File: config.mk
export PLATFORM = sky130hd
export DESIGN_NAME = lenfield_dma_splitter
export DESIGN_NICKNAME = d
export VERILOG_FILES = /design/src/rtl/lds_pkg.sv /design/src/rtl/lds_len_capture.sv /design/src/rtl/lds_msg_ctr.sv /design/src/rtl/lenfield_dma_splitter.sv
export SDC_FILE = /design/constraint.sdc
export NUM_CORES = 1
export LEC_CHECK = 0
export BUFFER_PORTS_ARGS = -buffer_cell sky130_fd_sc_hd__clkbuf_2
export CORE_ASPECT_RATIO = 0.6
export CORE_MARGIN = 4
export CORE_UTILIZATION = 47
export CTS_BUF_LIST = sky130_fd_sc_hd__clkbuf_2
export CTS_CLUSTER_SIZE = 40
export DETAILED_ROUTE_END_ITERATION = 10
export PLACE_DENSITY = 0.7
export SETUP_SLACK_MARGIN = 0.05
export SKIP_LAST_GASP = 1
export SYNTH_ARGS = -nofsm -noshare
export SYNTH_HDL_FRONTEND = slang
export SYNTH_HIERARCHICAL = 1
export SYNTH_SLANG_ARGS = --single-unit
export TNS_END_PERCENT = 1
File: constraint.sdc
create_clock -name clk_i -period 4.85 [get_ports clk_i]
set_input_delay 0.485 -clock clk_i [delete_from_list [all_inputs] [get_ports clk_i]]
set_output_delay 0.485 -clock clk_i [all_outputs]
set_load 0.1 [all_outputs]
File: src/rtl/lds_pkg.sv
package lds_pkg;
    typedef enum logic [1:0] {
        RC_ACTIVE  = 2'b00,
        RC_DONE    = 2'b01,
        RC_OVERRUN = 2'b10
    } ret_code_e;
endpackage

File: src/rtl/lds_len_capture.sv
module lds_len_capture #(
    parameter int POS_W = 8,
    parameter int CW    = 17
) (
    input  logic             clk_i,
    input  logic             rst_ni,
    input  logic             clr_i,
    input  logic             take_i,
    input  logic [CW-1:0]    off_i,
    input  logic [POS_W-1:0] pos_i,
    input  logic [7:0]       data_i,
    output logic             lo_o,
    output logic             hi_o,
    output logic [15:0]      len_o,
    output logic             hi_next_o,
    output logic [15:0]      len_next_o
);
    typedef struct packed {
        logic        lo;
        logic        hi;
        logic [15:0] len;
    } cap_t;

    cap_t cap_q, cap_d, view;
    logic [CW-1:0] lo_off, hi_off;

    assign lo_off = CW'(pos_i);
    assign hi_off = CW'(pos_i) + CW'(1);

    always_comb begin
        view = cap_q;
        if (take_i) begin
            if (!cap_q.lo && off_i == lo_off) begin
                view.lo       = 1'b1;
                view.len[7:0] = data_i;
            end
            if (!cap_q.hi && off_i == hi_off) begin
                view.hi        = 1'b1;
                view.len[15:8] = data_i;
            end
        end
        cap_d = view;
        if (clr_i) cap_d = '0;
    end

    always_ff @(posedge clk_i) begin
        if (!rst_ni) cap_q <= '0;
        else         cap_q <= cap_d;
    end

    assign lo_o       = cap_q.lo;
    assign hi_o       = cap_q.hi;
    assign len_o      = cap_q.len;
    assign hi_next_o  = view.hi;
    assign len_next_o = view.len;


    hi_after_lo_chk: assert property (@(posedge clk_i) disable iff (!rst_ni)
        cap_q.hi |-> cap_q.lo);


    clear_flags_chk: assert property (@(posedge clk_i) disable iff (!rst_ni)
        clr_i |=> (!cap_q.lo && !cap_q.hi && cap_q.len == 16'd0));
endmodule

File: src/rtl/lds_msg_ctr.sv
module lds_msg_ctr #(
    parameter int AW = 16,
    parameter int CW = 17
) (
    input  logic          clk_i,
    input  logic          rst_ni,
    input  logic          load_i,
    input  logic [AW-1:0] base_i,
    input  logic          step_i,
    output logic [CW-1:0] off_o,
    output logic [CW-1:0] off_next_o,
    output logic [AW-1:0] addr_o
);
    typedef struct packed {
        logic [AW-1:0] base;
        logic [CW-1:0] off;
    } ctr_t;

    ctr_t ctr_q, ctr_d;

    always_comb begin
        ctr_d = ctr_q;
        if (load_i) begin
            ctr_d.base = base_i;
            ctr_d.off  = '0;
        end else if (step_i) begin
            ctr_d.off = ctr_q.off + CW'(1);
        end
    end

    always_ff @(posedge clk_i) begin
        if (!rst_ni) ctr_q <= '0;
        else         ctr_q <= ctr_d;
    end

    assign off_o      = ctr_q.off;
    assign off_next_o = ctr_q.off + CW'(1);
    assign addr_o     = ctr_q.base + AW'(ctr_q.off);


    offset_step_chk: assert property (@(posedge clk_i) disable iff (!rst_ni)
        (step_i && !load_i) |=> (ctr_q.off == $past(ctr_q.off) + CW'(1)));


    offset_restart_chk: assert property (@(posedge clk_i) disable iff (!rst_ni)
        load_i |=> (ctr_q.off == '0 && ctr_q.base == $past(base_i)));
endmodule

File: src/rtl/lenfield_dma_splitter.sv
module lenfield_dma_splitter
    import lds_pkg::*;
#(
    parameter int AW    = 16,
    parameter int POS_W = 8
) (
    input  logic             clk_i,
    input  logic             rst_ni,
    input  logic             start_i,
    input  logic [AW-1:0]    dsc_addr_i,
    input  logic [POS_W-1:0] dsc_pos_i,
    input  logic             dsc_nv_i,
    input  logic [AW-1:0]    nxt_addr_i,
    input  logic [POS_W-1:0] nxt_pos_i,
    input  logic             nxt_nv_i,
    input  logic             in_valid_i,
    input  logic [7:0]       in_data_i,
    input  logic             in_last_i,
    output logic             wr_valid_o,
    output logic [AW-1:0]    wr_addr_o,
    output logic [7:0]       wr_data_o,
    output logic             lo_seen_o,
    output logic             hi_seen_o,
    output logic [15:0]      buf_len_o,
    output logic             retire_o,
    output logic [1:0]       retire_code_o,
    output logic [15:0]      retire_len_o,
    output logic             dma_en_o,
    output logic             drop_err_o
);
    localparam int CW = (((POS_W + 2) > 16) ? (POS_W + 2) : 16) + 1;

    typedef struct packed {
        logic             en;
        logic [POS_W-1:0] pos;
        logic             nv;
        logic             err;
        logic             wv;
        logic [AW-1:0]    wa;
        logic [7:0]       wd;
        logic             ret;
        ret_code_e        rc;
        logic [15:0]      rl;
    } ctl_t;

    ctl_t ctl_q, ctl_d;

    logic          accept, start_ok, chain, reload, done;
    logic [AW-1:0] load_base;
    logic [CW-1:0] off_cur, off_nxt;
    logic [AW-1:0] cur_addr;
    logic          hi_next;
    logic [15:0]   len_next;
    logic          cap_lo, cap_hi;
    logic [15:0]   cap_len;

    assign accept    = in_valid_i && ctl_q.en;
    assign start_ok  = start_i && !ctl_q.en;
    assign done      = accept && hi_next &&
                       (off_nxt >= {{(CW-16){1'b0}}, len_next});
    assign chain     = done && ctl_q.nv;
    assign reload    = start_ok || chain;
    assign load_base = chain ? nxt_addr_i : dsc_addr_i;

    lds_msg_ctr #(.AW(AW), .CW(CW)) u_ctr (
        .clk_i      (clk_i),
        .rst_ni     (rst_ni),
        .load_i     (reload),
        .base_i     (load_base),
        .step_i     (accept),
        .off_o      (off_cur),
        .off_next_o (off_nxt),
        .addr_o     (cur_addr)
    );

    lds_len_capture #(.POS_W(POS_W), .CW(CW)) u_cap (
        .clk_i      (clk_i),
        .rst_ni     (rst_ni),
        .clr_i      (reload),
        .take_i     (accept),
        .off_i      (off_cur),
        .pos_i      (ctl_q.pos),
        .data_i     (in_data_i),
        .lo_o       (cap_lo),
        .hi_o       (cap_hi),
        .len_o      (cap_len),
        .hi_next_o  (hi_next),
        .len_next_o (len_next)
    );

    always_comb begin
        ctl_d     = ctl_q;
        ctl_d.wv  = 1'b0;
        ctl_d.ret = 1'b0;
        if (in_valid_i && !ctl_q.en) ctl_d.err = 1'b1;
        if (start_ok) begin
            ctl_d.en  = 1'b1;
            ctl_d.pos = dsc_pos_i;
            ctl_d.nv  = dsc_nv_i;
        end
        if (accept) begin
            ctl_d.wv = 1'b1;
            ctl_d.wa = cur_addr;
            ctl_d.wd = in_data_i;
            if (done) begin
                ctl_d.ret = 1'b1;
                ctl_d.rl  = len_next;
                if (ctl_q.nv) begin
                    ctl_d.rc  = RC_DONE;
                    ctl_d.pos = nxt_pos_i;
                    ctl_d.nv  = nxt_nv_i;
                end else begin
                    ctl_d.en = 1'b0;
                    ctl_d.rc = in_last_i ? RC_DONE : RC_OVERRUN;
                end
            end
        end
    end

    always_ff @(posedge clk_i) begin
        if (!rst_ni) begin
            ctl_q    <= '0;
            ctl_q.rc <= RC_ACTIVE;
        end else begin
            ctl_q <= ctl_d;
        end
    end

    assign wr_valid_o    = ctl_q.wv;
    assign wr_addr_o     = ctl_q.wa;
    assign wr_data_o     = ctl_q.wd;
    assign lo_seen_o     = cap_lo;
    assign hi_seen_o     = cap_hi;
    assign buf_len_o     = cap_len;
    assign retire_o      = ctl_q.ret;
    assign retire_code_o = ctl_q.rc;
    assign retire_len_o  = ctl_q.rl;
    assign dma_en_o      = ctl_q.en;
    assign drop_err_o    = ctl_q.err;


    retire_with_write_chk: assert property (@(posedge clk_i) disable iff (!rst_ni)
        ctl_q.ret |-> ctl_q.wv);


    retire_single_chk: assert property (@(posedge clk_i) disable iff (!rst_ni)
        ctl_q.ret |=> !ctl_q.ret);


    overrun_disables_chk: assert property (@(posedge clk_i) disable iff (!rst_ni)
        (ctl_q.ret && ctl_q.rc == RC_OVERRUN) |-> !ctl_q.en);


    no_write_when_off_chk: assert property (@(posedge clk_i) disable iff (!rst_ni)
        !ctl_q.en |=> !ctl_q.wv);


    sticky_err_chk: assert property (@(posedge clk_i) disable iff (!rst_ni)
        ctl_q.err |=> ctl_q.err);
endmodule

==> results.sh <==
export IMPL_status="finished clean"
export IMPL_power_density_nw_per_um2=224
export IMPL_p_leak_nw=3.16
export IMPL_synth_compound_area_share_pct=10.5
export IMPL_setup_viol_count_final=0
export IMPL_cp_top_family="simple AND/OR/NAND/NOR gates"
export IMPL_grt_pass1_vias=4913
export IMPL_fmax_mhz=217
export IMPL_synth_simple_area_share_pct=20.1
export IMPL_tritoncts="built"
export IMPL_async_flop_share_pct=0
export IMPL_ir_worst_vdd_mv=0.119
export IMPL_pwr_share_comb_pct=17.7
export IMPL_final_cell_mix="clkbuf_2, nand2_1, dfxtp_1"
export IMPL_instances_no_fill=1035
export IMPL_synth_fp_nets=879
export IMPL_rows=33
export IMPL_dr_total_vias=5395
export IMPL_clock_latency_ns=0.62
export IMPL_io_buffer_count=126
export IMPL_criticalPathCategory="register to register"
export IMPL_ios=127
export IMPL_hold_buffers=0
export IMPL_start_util_pct=49.1
export IMPL_yosysUniqueCellTypes=70
export IMPL_clkPwrFrac_pct=26.5
export IMPL_min_period_ns=4.60
export IMPL_cts_htree_levels=3
export IMPL_switchingPower_uw=515
export IMPL_clkTransAtPathRegs_ns=0.30
export IMPL_via_per_inst=5.21
export IMPL_synthXorXnorAreaFrac_pct=6.90
export IMPL_rsz0062_at_grt="yes"
export IMPL_worstMarginPinSlew_ns=0.948
export IMPL_cp_end_kind="register"
export IMPL_grt_ovfl_total=0
export IMPL_cp_max_fo=26
export IMPL_syn_instance_count=782
export IMPL_synthAdderAreaFrac_pct=6.31
export IMPL_drv_slew=0
export IMPL_grt_pass1_wl_microns=26200
export IMPL_postRouteWirelength_microns=16700
export IMPL_mostFrequentLayoutCell="clkbuf_2"
export IMPL_dp_hpwl_microns=13000
export IMPL_max_slew_margin_pct=36.8
export IMPL_ant_nets=0
export IMPL_drc_errors=0
export IMPL_hp_class="input port to register"
export IMPL_synth_mux_area_share_pct=14.6
export IMPL_drive_gt1_share_pct=26.4
export IMPL_avgSynthCellArea_sq_um=8.77
export IMPL_die_area_sq_um=16600
export IMPL_numCtsBuffers=9
export IMPL_skew_ns=0.0589
export IMPL_gp_congestion=0.905
export IMPL_dr_pass1_iters=7
export IMPL_nNetsFinal=934
export IMPL_worstSetupStartpointType="register"
export IMPL_area_growth_pct=7.17
export IMPL_critPathRequiredTime_ns=5.40
export IMPL_grt_max_degree=54
export IMPL_timing_final_crit_share_pct=94.9
export IMPL_hold_viol=0
export IMPL_synth_edf_count=0
export IMPL_ys_warn_count=6
export IMPL_power_share_switching_pct=31.3
export IMPL_maxCapViolCount=0
export IMPL_die_x_microns=164
export IMPL_antenna_found_initial=1
export IMPL_drt_initial_drc_count=511
export IMPL_track_usage_pct=19.8
export IMPL_cts_root_buf="clkbuf_2"
export IMPL_avgRoutedWirePerCell_microns=16.1
export IMPL_cp_common_cell="a31oi_4"
export IMPL_critical_path_max_stage_delay_ns=0.48
export IMPL_synth_area_sq_um=6860
export IMPL_core_area_sq_um=14000
export IMPL_die_h_microns=102
export IMPL_ys_flop_type="dfxtp_1"
export IMPL_ys_seq_elements=106
export IMPL_power_mw=1.64
export IMPL_p_int_mw=1.13
export IMPL_ys_seq_area_share_pct=30.9
export IMPL_clock_sinks=106
export IMPL_placed_cells=1018
export IMPL_cpMaxStageDelayCell="dfxtp_1"
export IMPL_crit_chain="nor3_1 > nand4b_1 > nor4_1 > nand4_1 > nor3_4 > buf_4 > mux2_4 > inv_1 > ha_1 > a21o_1 > a211o_1 > a31oi_4 > a31oi_4 > or2_1 > nor2b_1 > buf_6 > nand2_1 > mux2i_1"
export IMPL_cp_arrival_ns=5.15
export IMPL_synth_top_family_by_area="simple AND/OR/NAND/NOR gates"
export IMPL_power_frac_seq_pct=55.9
export IMPL_crit_buf_inv=3
export IMPL_cts_buffer_depth=2
stage by stage:
stage	hold slack, ns	TNS (ns)	setup WS (ns)	util (%)	cell area, sq um
2_1_floorplan	0.435	0	0.0721	-	6870
3_3_place_gp	0.444	0	0.324	51.7	7220
3_5_place_dp	0.453	0	0.197	51.7	7220
4_1_cts	0.0141	0	0.190	52.6	7330
5_1_grt	0.0165	-0.0803	-0.0369	52.7	7350
6_report	0.0605	0	0.245	52.7	7350
synthesized netlist by cell type, types with 3 or more instances:
cell      instances  area, sq um
nand2_1         136          510
dfxtp_1         106         2120
buf_4            60          450
mux2i_1          50          500
ha_1             33          413
xor2_1           31          272
nor2_1           29          109
mux2_2           27          304
a21boi_0         24          180
inv_1            24         90.1
xnor2_1          23          201
clkbuf_1         22         82.6
nor2b_1          22          138
a21oi_1          21          105
nand3_1          19         95.1
mux2_4           13          195
and2_1           12         75.1
nand4_1          10         62.6
buf_2             9         45.0
o21ai_0           9         45.0
and3_1            8         50.1
nand2b_1          8         50.1
a21o_1            6         45.0
a31oi_1           5         31.3
nor3_1            5         25.0
nor4_1            4         25.0
o211ai_1          4         30.0
a211oi_1          3         22.5
and4_1            3         26.3
buf_1             3         11.3
o21a_1            3         22.5
power groups by stage:
| stage | logic, mW | registers, mW | clock network [mW] |
|---|---|---|---|
| finish | 0.290 | 0.917 | 0.435 |
| global route | 0.314 | 0.922 | 0.479 |
| CTS | 0.288 | 0.918 | 0.444 |
| detailed placement | 0.287 | 0.933 | 0 |
| global placement | 0.285 | 0.932 | 0 |
| floorplan | 0.198 | 0.950 | 0 |
flip-flops by register name, summed over array words and instances, names as in the netlist, 2 cells and up:
register       flops
u_ctr/off_o       17
retire_len_o      16
u_cap/len_o       16
u_ctr/ctr_q       16
wr_addr_o         16
ctl_q              9
wr_data_o          8
retire_code_o      2
path summary, 6_finish.rpt:
| path | from | to | slack [ns] | cells past startpoint |
|---|---|---|---|---|
| worst min register to register | retire_len_o[0] | retire_len_o[0] | 0.48 | 2 |
| worst max-delay path | u_ctr/off_o[9] | u_cap/len_o[12] | 0.25 | 18 |
| worst min-delay path | nxt_pos_i[4] | ctl_q[50] | 0.06 | 3 |
| worst max register to register | u_ctr/off_o[9] | u_cap/len_o[12] | 0.25 | 18 |
logic make-up after synthesis:
group | after synthesis
AO/OA/AOI/OAI | 98
adder cells (fa/ha/maj) | 34
AND/OR/NAND/NOR | 276
flip-flops | 106
buffers and inverters | 124
XOR/XNOR | 54
multiplexers | 90
routing by layer:
layer  global-route usage [%]  routed length (microns)  vias up
met4                     4.19                      140        0
met3                     4.55                     1500       11
li1                         -                        -     2720
met2                     25.8                     6280      199
met5                        0                        0        -
met1                     32.3                     8740     2465
final cells by class:
type / count / area, sq um
clock inverter: 5 / 62.6
antenna: 1 / 2.50
fill: 1356 / 6610
sequential: 106 / 2130
tap: 192 / 240
timing repair buffer: 142 / 754
inverter: 26 / 97.6
multi-input combinational: 552 / 4010
clock buffer: 11 / 55.1
worst min-delay path: stages:
cell      delay [ns]
clkbuf_2        0.08
nand2_1         0.04
mux2i_1         0.06
repair_timing:
action / 4_1_cts / 5_1_grt
endpoints found under the setup margin: 0 / 27
buffers inserted: 0 / 0
gates resized for setup: 0 / 3
Note: power is estimated with default switching activity, not from simulation.
